==> src/rtl/cm_pkg.sv <==
package cm_pkg;

  typedef enum logic [1:0] {
    OP_INC  = 2'b00,
    OP_DEC  = 2'b01,
    OP_JZ   = 2'b10,
    OP_HALT = 2'b11
  } cmOp_e;

  // Strobes from the control unit to the datapath
  typedef struct packed {
    logic incStb;
    logic decStb;
    logic clrOvf;
  } cmStrobe_t;

endpackage

==> src/rtl/cmProgTable.sv <==
module cmProgTable #(
  parameter int PROG_DEPTH = 16,
  parameter int WORD_W     = 9,
  localparam int PC_W      = $clog2(PROG_DEPTH)
) (
  input  logic              clk,
  input  logic              rstN,
  input  logic              progWe,
  input  logic [PC_W-1:0]   progAddr,
  input  logic [WORD_W-1:0] progData,
  input  logic [PC_W-1:0]   rdAddr,
  output logic [WORD_W-1:0] rdWord,
  output logic              rdValid
);

  logic [WORD_W-1:0] mem [PROG_DEPTH];
  logic [PC_W:0]     progEnd;
  logic [PC_W:0]     wrNext;

  assign wrNext = (PC_W+1)'(progAddr) + (PC_W+1)'(1);

  always_ff @(posedge clk) begin
    if (progWe) mem[progAddr] <= progData;
  end

  // High-water mark of loaded addresses
  always_ff @(posedge clk) begin
    if (!rstN) begin
      progEnd <= '0;
    end else if (progWe && (wrNext > progEnd)) begin
      progEnd <= wrNext;
    end
  end

  assign rdWord  = mem[rdAddr];
  assign rdValid = ((PC_W+1)'(rdAddr) < progEnd);

  a_r7_mark_monotonic: assert property (@(posedge clk) disable iff (!rstN)
    progWe |=> (progEnd >= $past(wrNext)));

  a_r7_mark_no_shrink: assert property (@(posedge clk) disable iff (!rstN)
    !progWe |=> $stable(progEnd));

endmodule

==> src/rtl/cmControl.sv <==
module cmControl
  import cm_pkg::*;
#(
  parameter int REG_COUNT  = 8,
  parameter int PROG_DEPTH = 16,
  localparam int PC_W      = $clog2(PROG_DEPTH),
  localparam int IDX_W     = $clog2(REG_COUNT),
  localparam int WORD_W    = 2 + IDX_W + PC_W
) (
  input  logic              clk,
  input  logic              rstN,
  input  logic              start,
  input  logic [WORD_W-1:0] fetchWord,
  input  logic              fetchValid,
  input  logic              regZero,
  output logic [PC_W-1:0]   ir,
  output logic              halted,
  output logic [IDX_W-1:0]  regIdx,
  output cmStrobe_t         strb
);

  cmOp_e           op;
  logic [PC_W-1:0] target;
  logic [PC_W-1:0] irStep;
  logic [PC_W-1:0] nextIr;
  logic            nextHalted;

  assign op     = cmOp_e'(fetchWord[WORD_W-1 -: 2]);
  assign regIdx = fetchWord[PC_W +: IDX_W];
  assign target = fetchWord[PC_W-1:0];
  assign irStep = ir + PC_W'(1);

  always_comb begin
    strb       = '0;
    nextIr     = ir;
    nextHalted = halted;
    if (start) begin
      nextIr      = '0;
      nextHalted  = 1'b0;
      strb.clrOvf = 1'b1;
    end else if (!halted) begin
      if (!fetchValid) begin
        nextHalted = 1'b1;
      end else begin
        unique case (op)
          OP_INC: begin
            strb.incStb = 1'b1;
            nextIr      = irStep;
          end
          OP_DEC: begin
            strb.decStb = 1'b1;
            nextIr      = irStep;
          end
          OP_JZ: begin
            nextIr = regZero ? target : irStep;
          end
          OP_HALT: begin
            nextHalted = 1'b1;
          end
        endcase
      end
    end
  end

  always_ff @(posedge clk) begin
    if (!rstN) begin
      ir     <= '0;
      halted <= 1'b1;
    end else begin
      ir     <= nextIr;
      halted <= nextHalted;
    end
  end

  a_r6_halt_freeze: assert property (@(posedge clk) disable iff (!rstN)
    (halted && !start) |=> (halted && $stable(ir)));

  a_r8_start_clears: assert property (@(posedge clk) disable iff (!rstN)
    start |=> (ir == '0 && !halted));

  a_r5_jz_taken: assert property (@(posedge clk) disable iff (!rstN)
    (!halted && !start && fetchValid && op == OP_JZ && regZero)
      |=> (ir == $past(target)));

  a_r2_step: assert property (@(posedge clk) disable iff (!rstN)
    (!halted && !start && fetchValid && (op == OP_INC || op == OP_DEC))
      |=> (ir == $past(irStep) && !halted));

  a_r7_end_halts: assert property (@(posedge clk) disable iff (!rstN)
    (!halted && !start && !fetchValid) |=> (halted && $stable(ir)));

  a_r2_one_strobe: assert property (@(posedge clk) disable iff (!rstN)
    $onehot0({strb.incStb, strb.decStb, strb.clrOvf}));

endmodule

==> src/rtl/cmDatapath.sv <==
module cmDatapath
  import cm_pkg::*;
#(
  parameter int REG_COUNT = 8,
  parameter int REG_WIDTH = 8,
  localparam int IDX_W    = $clog2(REG_COUNT)
) (
  input  logic                 clk,
  input  logic                 rstN,
  input  cmStrobe_t            strb,
  input  logic [IDX_W-1:0]     regIdx,
  input  logic                 preWe,
  input  logic [IDX_W-1:0]     preIdx,
  input  logic [REG_WIDTH-1:0] preData,
  input  logic [IDX_W-1:0]     dbgIdx,
  output logic [REG_WIDTH-1:0] dbgData,
  output logic                 regZero,
  output logic                 overflow
);

  localparam logic [REG_WIDTH-1:0] ALL_ONES = '1;

  logic [REG_WIDTH-1:0] regVec [REG_COUNT];
  logic [REG_WIDTH-1:0] selVal;
  logic                 selFull;
  logic                 preHitSel;

  assign selVal    = regVec[regIdx];
  assign selFull   = (selVal == ALL_ONES);
  assign regZero   = (selVal == '0);
  assign preHitSel = preWe && (preIdx == regIdx);
  assign dbgData   = regVec[dbgIdx];

  for (genvar g = 0; g < REG_COUNT; g++) begin : gCounter
    logic [REG_WIDTH-1:0] cnt;
    logic                 isSel;

    assign isSel = (regIdx == IDX_W'(g));

    always_ff @(posedge clk) begin
      if (!rstN) begin
        cnt <= '0;
      end else if (preWe && preIdx == IDX_W'(g)) begin
        cnt <= preData;
      end else if (isSel && strb.incStb && cnt != ALL_ONES) begin
        cnt <= cnt + REG_WIDTH'(1);
      end else if (isSel && strb.decStb && cnt != '0) begin
        cnt <= cnt - REG_WIDTH'(1);
      end
    end

    assign regVec[g] = cnt;
  end

  always_ff @(posedge clk) begin
    if (!rstN) begin
      overflow <= 1'b0;
    end else if (strb.clrOvf) begin
      overflow <= 1'b0;
    end else if (strb.incStb && selFull) begin
      overflow <= 1'b1;
    end
  end

  a_r3_saturate: assert property (@(posedge clk) disable iff (!rstN)
    (strb.incStb && selFull && !preHitSel)
      |=> (regVec[$past(regIdx)] == ALL_ONES && overflow));

  a_r3_sticky: assert property (@(posedge clk) disable iff (!rstN)
    (overflow && !strb.clrOvf) |=> overflow);

  a_r4_dec_floor: assert property (@(posedge clk) disable iff (!rstN)
    (strb.decStb && regZero && !preHitSel) |=> (regVec[$past(regIdx)] == '0));

  a_r2_inc_by_one: assert property (@(posedge clk) disable iff (!rstN)
    (strb.incStb && !selFull && !preHitSel)
      |=> (regVec[$past(regIdx)] == $past(selVal) + REG_WIDTH'(1)));

  a_r9_preload: assert property (@(posedge clk) disable iff (!rstN)
    preWe |=> (regVec[$past(preIdx)] == $past(preData)));

endmodule

==> src/rtl/cmSequencer.sv <==
module cmSequencer
  import cm_pkg::*;
#(
  parameter int REG_COUNT  = 8,
  parameter int REG_WIDTH  = 8,
  parameter int PROG_DEPTH = 16,
  localparam int PC_W      = $clog2(PROG_DEPTH),
  localparam int IDX_W     = $clog2(REG_COUNT),
  localparam int WORD_W    = 2 + IDX_W + PC_W
) (
  input  logic                 clk,
  input  logic                 rstN,
  input  logic                 progWe,
  input  logic [PC_W-1:0]      progAddr,
  input  logic [WORD_W-1:0]    progData,
  input  logic                 start,
  input  logic                 preWe,
  input  logic [IDX_W-1:0]     preIdx,
  input  logic [REG_WIDTH-1:0] preData,
  input  logic [IDX_W-1:0]     dbgIdx,
  output logic [REG_WIDTH-1:0] dbgData,
  output logic [PC_W-1:0]      dbgIr,
  output logic                 halted,
  output logic                 overflow
);

  logic [WORD_W-1:0] fetchWord;
  logic              fetchValid;
  logic              regZero;
  logic [IDX_W-1:0]  regIdx;
  logic [PC_W-1:0]   ir;
  cmStrobe_t         strb;

  cmProgTable #(
    .PROG_DEPTH (PROG_DEPTH),
    .WORD_W     (WORD_W)
  ) uTable (
    .clk      (clk),
    .rstN     (rstN),
    .progWe   (progWe),
    .progAddr (progAddr),
    .progData (progData),
    .rdAddr   (ir),
    .rdWord   (fetchWord),
    .rdValid  (fetchValid)
  );

  cmControl #(
    .REG_COUNT  (REG_COUNT),
    .PROG_DEPTH (PROG_DEPTH)
  ) uCtrl (
    .clk        (clk),
    .rstN       (rstN),
    .start      (start),
    .fetchWord  (fetchWord),
    .fetchValid (fetchValid),
    .regZero    (regZero),
    .ir         (ir),
    .halted     (halted),
    .regIdx     (regIdx),
    .strb       (strb)
  );

  cmDatapath #(
    .REG_COUNT (REG_COUNT),
    .REG_WIDTH (REG_WIDTH)
  ) uData (
    .clk      (clk),
    .rstN     (rstN),
    .strb     (strb),
    .regIdx   (regIdx),
    .preWe    (preWe),
    .preIdx   (preIdx),
    .preData  (preData),
    .dbgIdx   (dbgIdx),
    .dbgData  (dbgData),
    .regZero  (regZero),
    .overflow (overflow)
  );

  assign dbgIr = ir;

endmodule

==> config.mk <==
export PLATFORM = sky130hd
export DESIGN_NAME = cmSequencer
export DESIGN_NICKNAME = d
export VERILOG_FILES = /design/src/rtl/cm_pkg.sv /design/src/rtl/cmProgTable.sv /design/src/rtl/cmControl.sv /design/src/rtl/cmDatapath.sv /design/src/rtl/cmSequencer.sv
export SDC_FILE = /design/constraint.sdc
export NUM_CORES = 1
export LEC_CHECK = 0
export ABC_AREA = 0
export BUFFER_PORTS_ARGS = -buffer_cell sky130_fd_sc_hd__clkbuf_2
export CAP_MARGIN = 0
export CORE_MARGIN = 1
export CORE_UTILIZATION = 46
export DETAILED_ROUTE_END_ITERATION = 12
export SYNTH_ARGS = -nofsm -noshare
export SYNTH_HDL_FRONTEND = slang
export SYNTH_SLANG_ARGS = --single-unit
==> constraint.sdc <==
create_clock -name clk -period 5.23 [get_ports clk]
set_input_delay 0.523 -clock clk [delete_from_list [all_inputs] [get_ports clk]]
set_output_delay 0.523 -clock clk [all_outputs]
set_load 0.05 [all_outputs]
# ---- Word level (Yosys, flattened, before mapping)
# Memories as Yosys holds them, arrays and structs flattened. A register that Yosys moved wholly into a read port is not among the register bits.
# Cells that the tools add are included.
dict set report totals {
  mem_bits_rw 144
  n_memories 1
  register_bits 75
  output_inout_bits 14
  input_bits 32
  wordCells 178
}
# name depth width rd rd_ports_with_merged_regs wr line
set memory_table {}
lappend memory_table {uTable.mem 16 9 1 1 1 cmProgTable.sv:16} ;# logic [WORD_W-1:0] mem [PROG_DEPTH];
dict set report op_classes {
  n_reduce_logical 67
  muxes 46
  add_sub_neg 18
  n_eq_ne 26
  bitwise_logic 4
  magnitude_cmp 4
}
# op n
set ops {}
lappend ops {{8-bit two-way mux} 28}
lappend ops {{8-bit by 1-bit adder with 8-bit output, second input constant} 8}
lappend ops {{8-bit != test, second input constant} 8}
lappend ops {{8-bit nonzero test} 8}
lappend ops {{8-bit by 1-bit subtractor with 8-bit output, second input constant} 8}
lappend ops {{8-bit binary-select mux with 3-bit select} 2}
lappend ops {{1-bit logical AND} 42}
lappend ops {{3-bit equality test, second input constant} 8}
lappend ops {{3-bit nonzero test} 8}
lappend ops {{3-bit by 2-bit equality test with 1-bit output, second input constant} 4}
lappend ops {{4-bit two-way mux} 3}
lappend ops {{1-bit two-way mux} 9}
lappend ops {{8-bit equality test, second input constant} 1}
lappend ops {{4-bit greater-or-equal comparator, second input constant} 2}
lappend ops {{8-bit zero test} 1}
lappend ops {{3-bit NOT with 4-bit output} 2}
lappend ops {{4-bit case mux with 2 select lines} 1}
lappend ops {{3-bit by 1-bit equality test with 1-bit output, second input constant} 2}
lappend ops {{3-bit zero test} 2}
lappend ops {{2-bit two-way mux} 3}
lappend ops {{2-bit OR reduction} 3}
lappend ops {{4-bit by 1-bit adder with 5-bit output, second input constant} 1}
lappend ops {{5-bit > comparator} 1}
lappend ops {{4-bit by 5-bit less-than comparator with 1-bit output} 1}
lappend ops {{7 further kinds} 9}

# ---- Logic depth before layout (Yosys ltp)
dict set report depth {
  depth_word 10
  depth_mapped 19
  mapped_depth_nobuf 18
}

# ---- By module
# From an unflattened synthesis, not the netlist that was laid out.
dict set report unflattened {
  cells_unflattened 1165
  hier_area_um2 13462.9
}
# module instances cells_each area_each_um2
set modules_own_cells {}
lappend modules_own_cells {cmDatapath 1 821 7031.7}
lappend modules_own_cells {cmProgTable 1 302 6053.3}
lappend modules_own_cells {cmControl 1 42 377.9}

# ---- Least setup slack after synthesis
# No wires, ideal clock.
dict set report synth_timing {
  kind {flip-flop to flip-flop}
  start {register (tool-made name)}
  end {register uData.gCounter[7].cnt[7]}
  slack_ns 0.713
  stages_incl_launch_ff 20
  t_required_ns 5.092
  path_buffers 2
  arrival_time_ns 4.379
  synth_period_minus_slack_ns 4.517
  setup_ns 0.138
  cell_sequence {dfxtp_1 buf_4 buf_1 mux4_2 mux4_2 nor2_2 o2111a_1 nand2_1 nor3_2 inv_1 ha_1 a21o_1 a21oi_1 o21bai_1 a21oi_1 o21bai_1 a21oi_1 mux2_2 nand4b_1 o221ai_1}
}
# element line
set synth_lines {}
lappend synth_lines {{end signal, assigned} cmDatapath.sv:44} ;# cnt <= preData;
lappend synth_lines {{end signal, assigned} cmDatapath.sv:46} ;# cnt <= cnt + REG_WIDTH'(1);
lappend synth_lines {{end signal, assigned} cmDatapath.sv:48} ;# cnt <= cnt - REG_WIDTH'(1);
lappend synth_lines {{end, declared} cmDatapath.sv:35} ;# logic [REG_WIDTH-1:0] cnt;

==> summary by stage <==
Global routing
The first global-routing pass estimated 47900 um of wire. The number of antenna violations at the first check in global routing is 0. The total routing resource utilization after global routing is 22.7%. The via count of the first global-routing pass is 8065. The largest net degree at the start of global routing is 45. After global routing the overflow that remains totals 0.

Power and ir drop
For this design the static power due to leakage is 5.23 nW. The power density over cell area is 305 nW/um^2. The worst voltage drop across the vdd grid is 0.000288 V.

Worst hold path
The path class of the tightest hold or removal check is in2reg. The critical hold path startpoint is start. For hold timing, the worst endpoint is uCtrl.halted$_SDFF_PN1_. The cell depth of the worst min-delay path is 2.

Cells and area
The post-route non-filler standard cell count is 1400. The utilization after layout is 52.5%. The post-route netlist has 17.8% of its cells at a drive strength greater than 1. The repair_antennas step left the layout with diodes totalling 0.

The area growth from synthesis to layout is 11.3%. The final layout contains 1155 nets. Counting the fill cells in the layout gives 2229.

CTS
The clock drives 223 sinks. Once the clock tree was built, the resizer swapped 0 gates to a different size. The clock insertion delay at the later pin of the skew report is 550 ps. The clock passes through at most 3 buffers. Clock tree synthesis inserted a total of 25 buffers. The TritonCTS clock tree is built. The count of hold-fix buffers inserted at cts is 0. CTS built an H-tree with a depth of 1. Clock-pin slew was measured on the worst setup and hold paths at 60 ps.

The root buffer cell chosen for the clock tree is clkbuf_16. The number of setup buffers added after CTS is 0.

Timing
The final-layout worst hold slack is 270 ps. The worst pin sits at a relative slew slack of 41.1%. Summed over all failing endpoints, the final setup total negative slack is 0 ps. The max-slew violation count was 0. Clock skew on the completed layout was measured at 17.6 ps. The share of the clock period used by the worst path is 92.8%. Subtracting the final worst setup slack from the clock period gives 4850 ps. Setup violations remaining at the end of the flow were counted as 0. The measured slew at the worst slew-check pin is 884 ps. Setup repair after global routing left no endpoint under its margin. For this run, the top clock speed supported by timing is 206 MHz. The hold violation total from the final report was 0.

Synth
The most repeated cell in the gate-level netlist after synthesis is edfxtp_1. The synthesized area divided by synthesized cell count is 12.4 um^2. Sorting the synthesized cells by area gives the leading types as edfxtp_1 (35%), dfxtp_1 (13%), mux4_2 (11%), ha_1 (7.0%), mux2i_1 (5.3%). The synthesis-stage register bit count is 223. The number of unique standard cell types used by synthesis is 59. The Yosys step of the flow raised 0 warnings. The count of flip-flops with a built-in enable after synthesis is 144. By count the netlist is led by edfxtp_1 (144), a21oi_1 (97), dfxtp_1 (79), ha_1 (69), mux2i_1 (66). The synthesized design devotes to its leading area cell type 35.0% of total area. Sequential cells were found to cover 47.7% of the synthesized design area. Counting every net in the synthesized netlist gives 1110. The cell count after synthesis is 1001. The post-synthesis async set-or-reset flop share is 0%. The cell area that synthesis handed to floorplanning was 12400 um^2.

The cell type contributing the most total cell area after synthesis is edfxtp_1. For this run, the leading register cell type out of synthesis is edfxtp_1.

Run status
The checks that failed: design-rule violations. The run finished, with violations left.

Worst setup path
The slowest stage cell on the critical path is mux4_2. The worst setup path is launched from a flip-flop. Along the worst path, the maximum fanout reaches 12. The required time of the critical path is 5620 ps. The capturing element type of the critical path is a flip-flop. The worst setup slack for register-to-register paths is 380 ps. The capture instance of the worst register-to-register path is uData.gCounter[6].cnt[7]$_SDFFE_PN0P_. STA puts the critical path data arrival time at 5250 ps. The cell seen most often among critical-path stages is a21oi_1.

Measured in cells, the most critical reg-to-reg path has a length of 18. The largest single stage delay on the critical path is 530 ps. The critical path in this run is classified as reg2reg. Traced cell by cell, the critical path runs through buf_12, mux4_2, mux4_2, inv_1, o2111a_1, nand2_1, nor2_1, inv_1, ha_1, a21o_1, a21oi_1, o21bai_1, a21oi_1, o21bai_1, a21oi_1, mux2_2, nand4b_1, o221ai_1.

Placed design
The placed instance count is 1354. The placed wire-length estimate after detailed placement is 21100 um. Routability-driven placement finished with a final weighted congestion of 0.885. The quantity of I/O buffers inserted on ports is 45.

Floorplanning
The area of the die is 27600 um^2. The floorplan row count is 59. The die width is 166 um. The core region is 26200 um^2. The number of top-level pins is 46. For this configuration, the core starts out at a cell density of 47.2%. The die is 166 um tall.

Run
The count of maximum capacitance violations is 0.

Routing
The count of nets left with antenna violations after detail routing is 0. The number of DRC markers in iteration 0 is 593. The detailed-router iteration count before antenna repair is 9.

The total routed wirelength is 30900 um. In the final routed layout, each cell accounts on average for 22.1 um. Dividing the detail-routed via count by the number of cells gives 5.91.

For this run, design rule violations remaining after detail routing come to 8. The total number of vias is 8277.
## placed cells by master (no fill, tap or decap), types with 25 or more instances in the layout
cell       synthesis  final
xnor2_1           33     33
a21oi_1           97     97
clkbuf_16          0     25
inv_1             39     39
ha_1              69     69
mux2i_1           66     66
edfxtp_1         144    144
nand2_1           34     34
nor2_1            45     45
clkbuf_2           0     45
o21ai_0           52     52
dfxtp_1           79     78
mux4_2            61     61
## cells by family after synthesis
group / after synthesis / share of synthesized area [%]
AO/OA/AOI/OAI: 241 / 11.9
XOR/XNOR: 54 / 3.82
adder cells (fa/ha/maj): 77 / 8.27
buffers and inverters: 79 / 2.62
flip-flops: 223 / 47.7
multiplexers: 140 / 17.7
AND/OR/NAND/NOR: 187 / 7.98
## layer usage
| layer | wire, um | track usage, % | share of wire [%] |
|---|---|---|---|
| met1 | 13500 | 29.8 | 44 |
| met2 | 15000 | 38.8 | 49 |
| met3 | 1420 | 3.19 | 4.6 |
| met4 | 904 | 7.19 | 2.9 |
| met5 | 0 | 0 | 0 |
## critical path, delay by kind of cell, from the launching register on
family	cells	cell delay, ps
fa+ha+maj	1	320
buf+inv	3	500
simple gates	3	600
flops	1	470
mux	3	1400
compound gates	8	1400
## state kept, by name, summed over array words and instances, names as in the netlist, named ones only
name / cells
uTable.progEnd: 5
uData.gCounter.cnt: 64
uCtrl.halted: 1
uData.overflow: 1
uTable.mem: 144
uCtrl.ir: 4
## final cells by class
cell class | instances | area (um^2) | area share [%]
Inverter | 40 | 150 | 1.09
Clock inverter | 16 | 176 | 1.28
Sequential cell | 223 | 5910 | 42.9
Multi-Input combinational cell | 699 | 6140 | 44.6
Clock buffer | 30 | 644 | 4.68
Timing Repair Buffer | 57 | 328 | 2.38
Tap cell | 335 | 419 | 3.04
## power breakdown
group	switching [mW]	internal, mW
clock	0.730	1.03
combinational	0.270	0.197
sequential	0.0439	1.92
## worst max path at each step
stage	from	end	slack, ps	cells past startpoint
after floorplan	flip-flop	uData.gCounter[7].cnt[7]$_SDFFE_PN0P_	710	19
after global placement	flip-flop	uData.gCounter[7].cnt[7]$_SDFFE_PN0P_	460	18
after detailed placement	flip-flop	uData.gCounter[7].cnt[7]$_SDFFE_PN0P_	390	18
after CTS	flip-flop	uData.gCounter[7].cnt[7]$_SDFFE_PN0P_	370	18
after global routing	flip-flop	uData.gCounter[7].cnt[7]$_SDFFE_PN0P_	20	18
final	flip-flop	uData.gCounter[6].cnt[7]$_SDFFE_PN0P_	380	18
## stage by stage
| step | power, mW | area (um^2) | worst slack, ps |
|---|---|---|---|
| finish | 4.19 | 13800 | 378 |
| global route | 4.35 | 13800 | 24.7 |
| CTS | 4.24 | 13800 | 374 |
| detailed placement | 2.47 | 12900 | 393 |
| global placement | 2.46 | 12900 | 456 |
| floorplan | 2.33 | 12400 | 713 |
No activity file was read; power rests on OpenSTA's default activity.
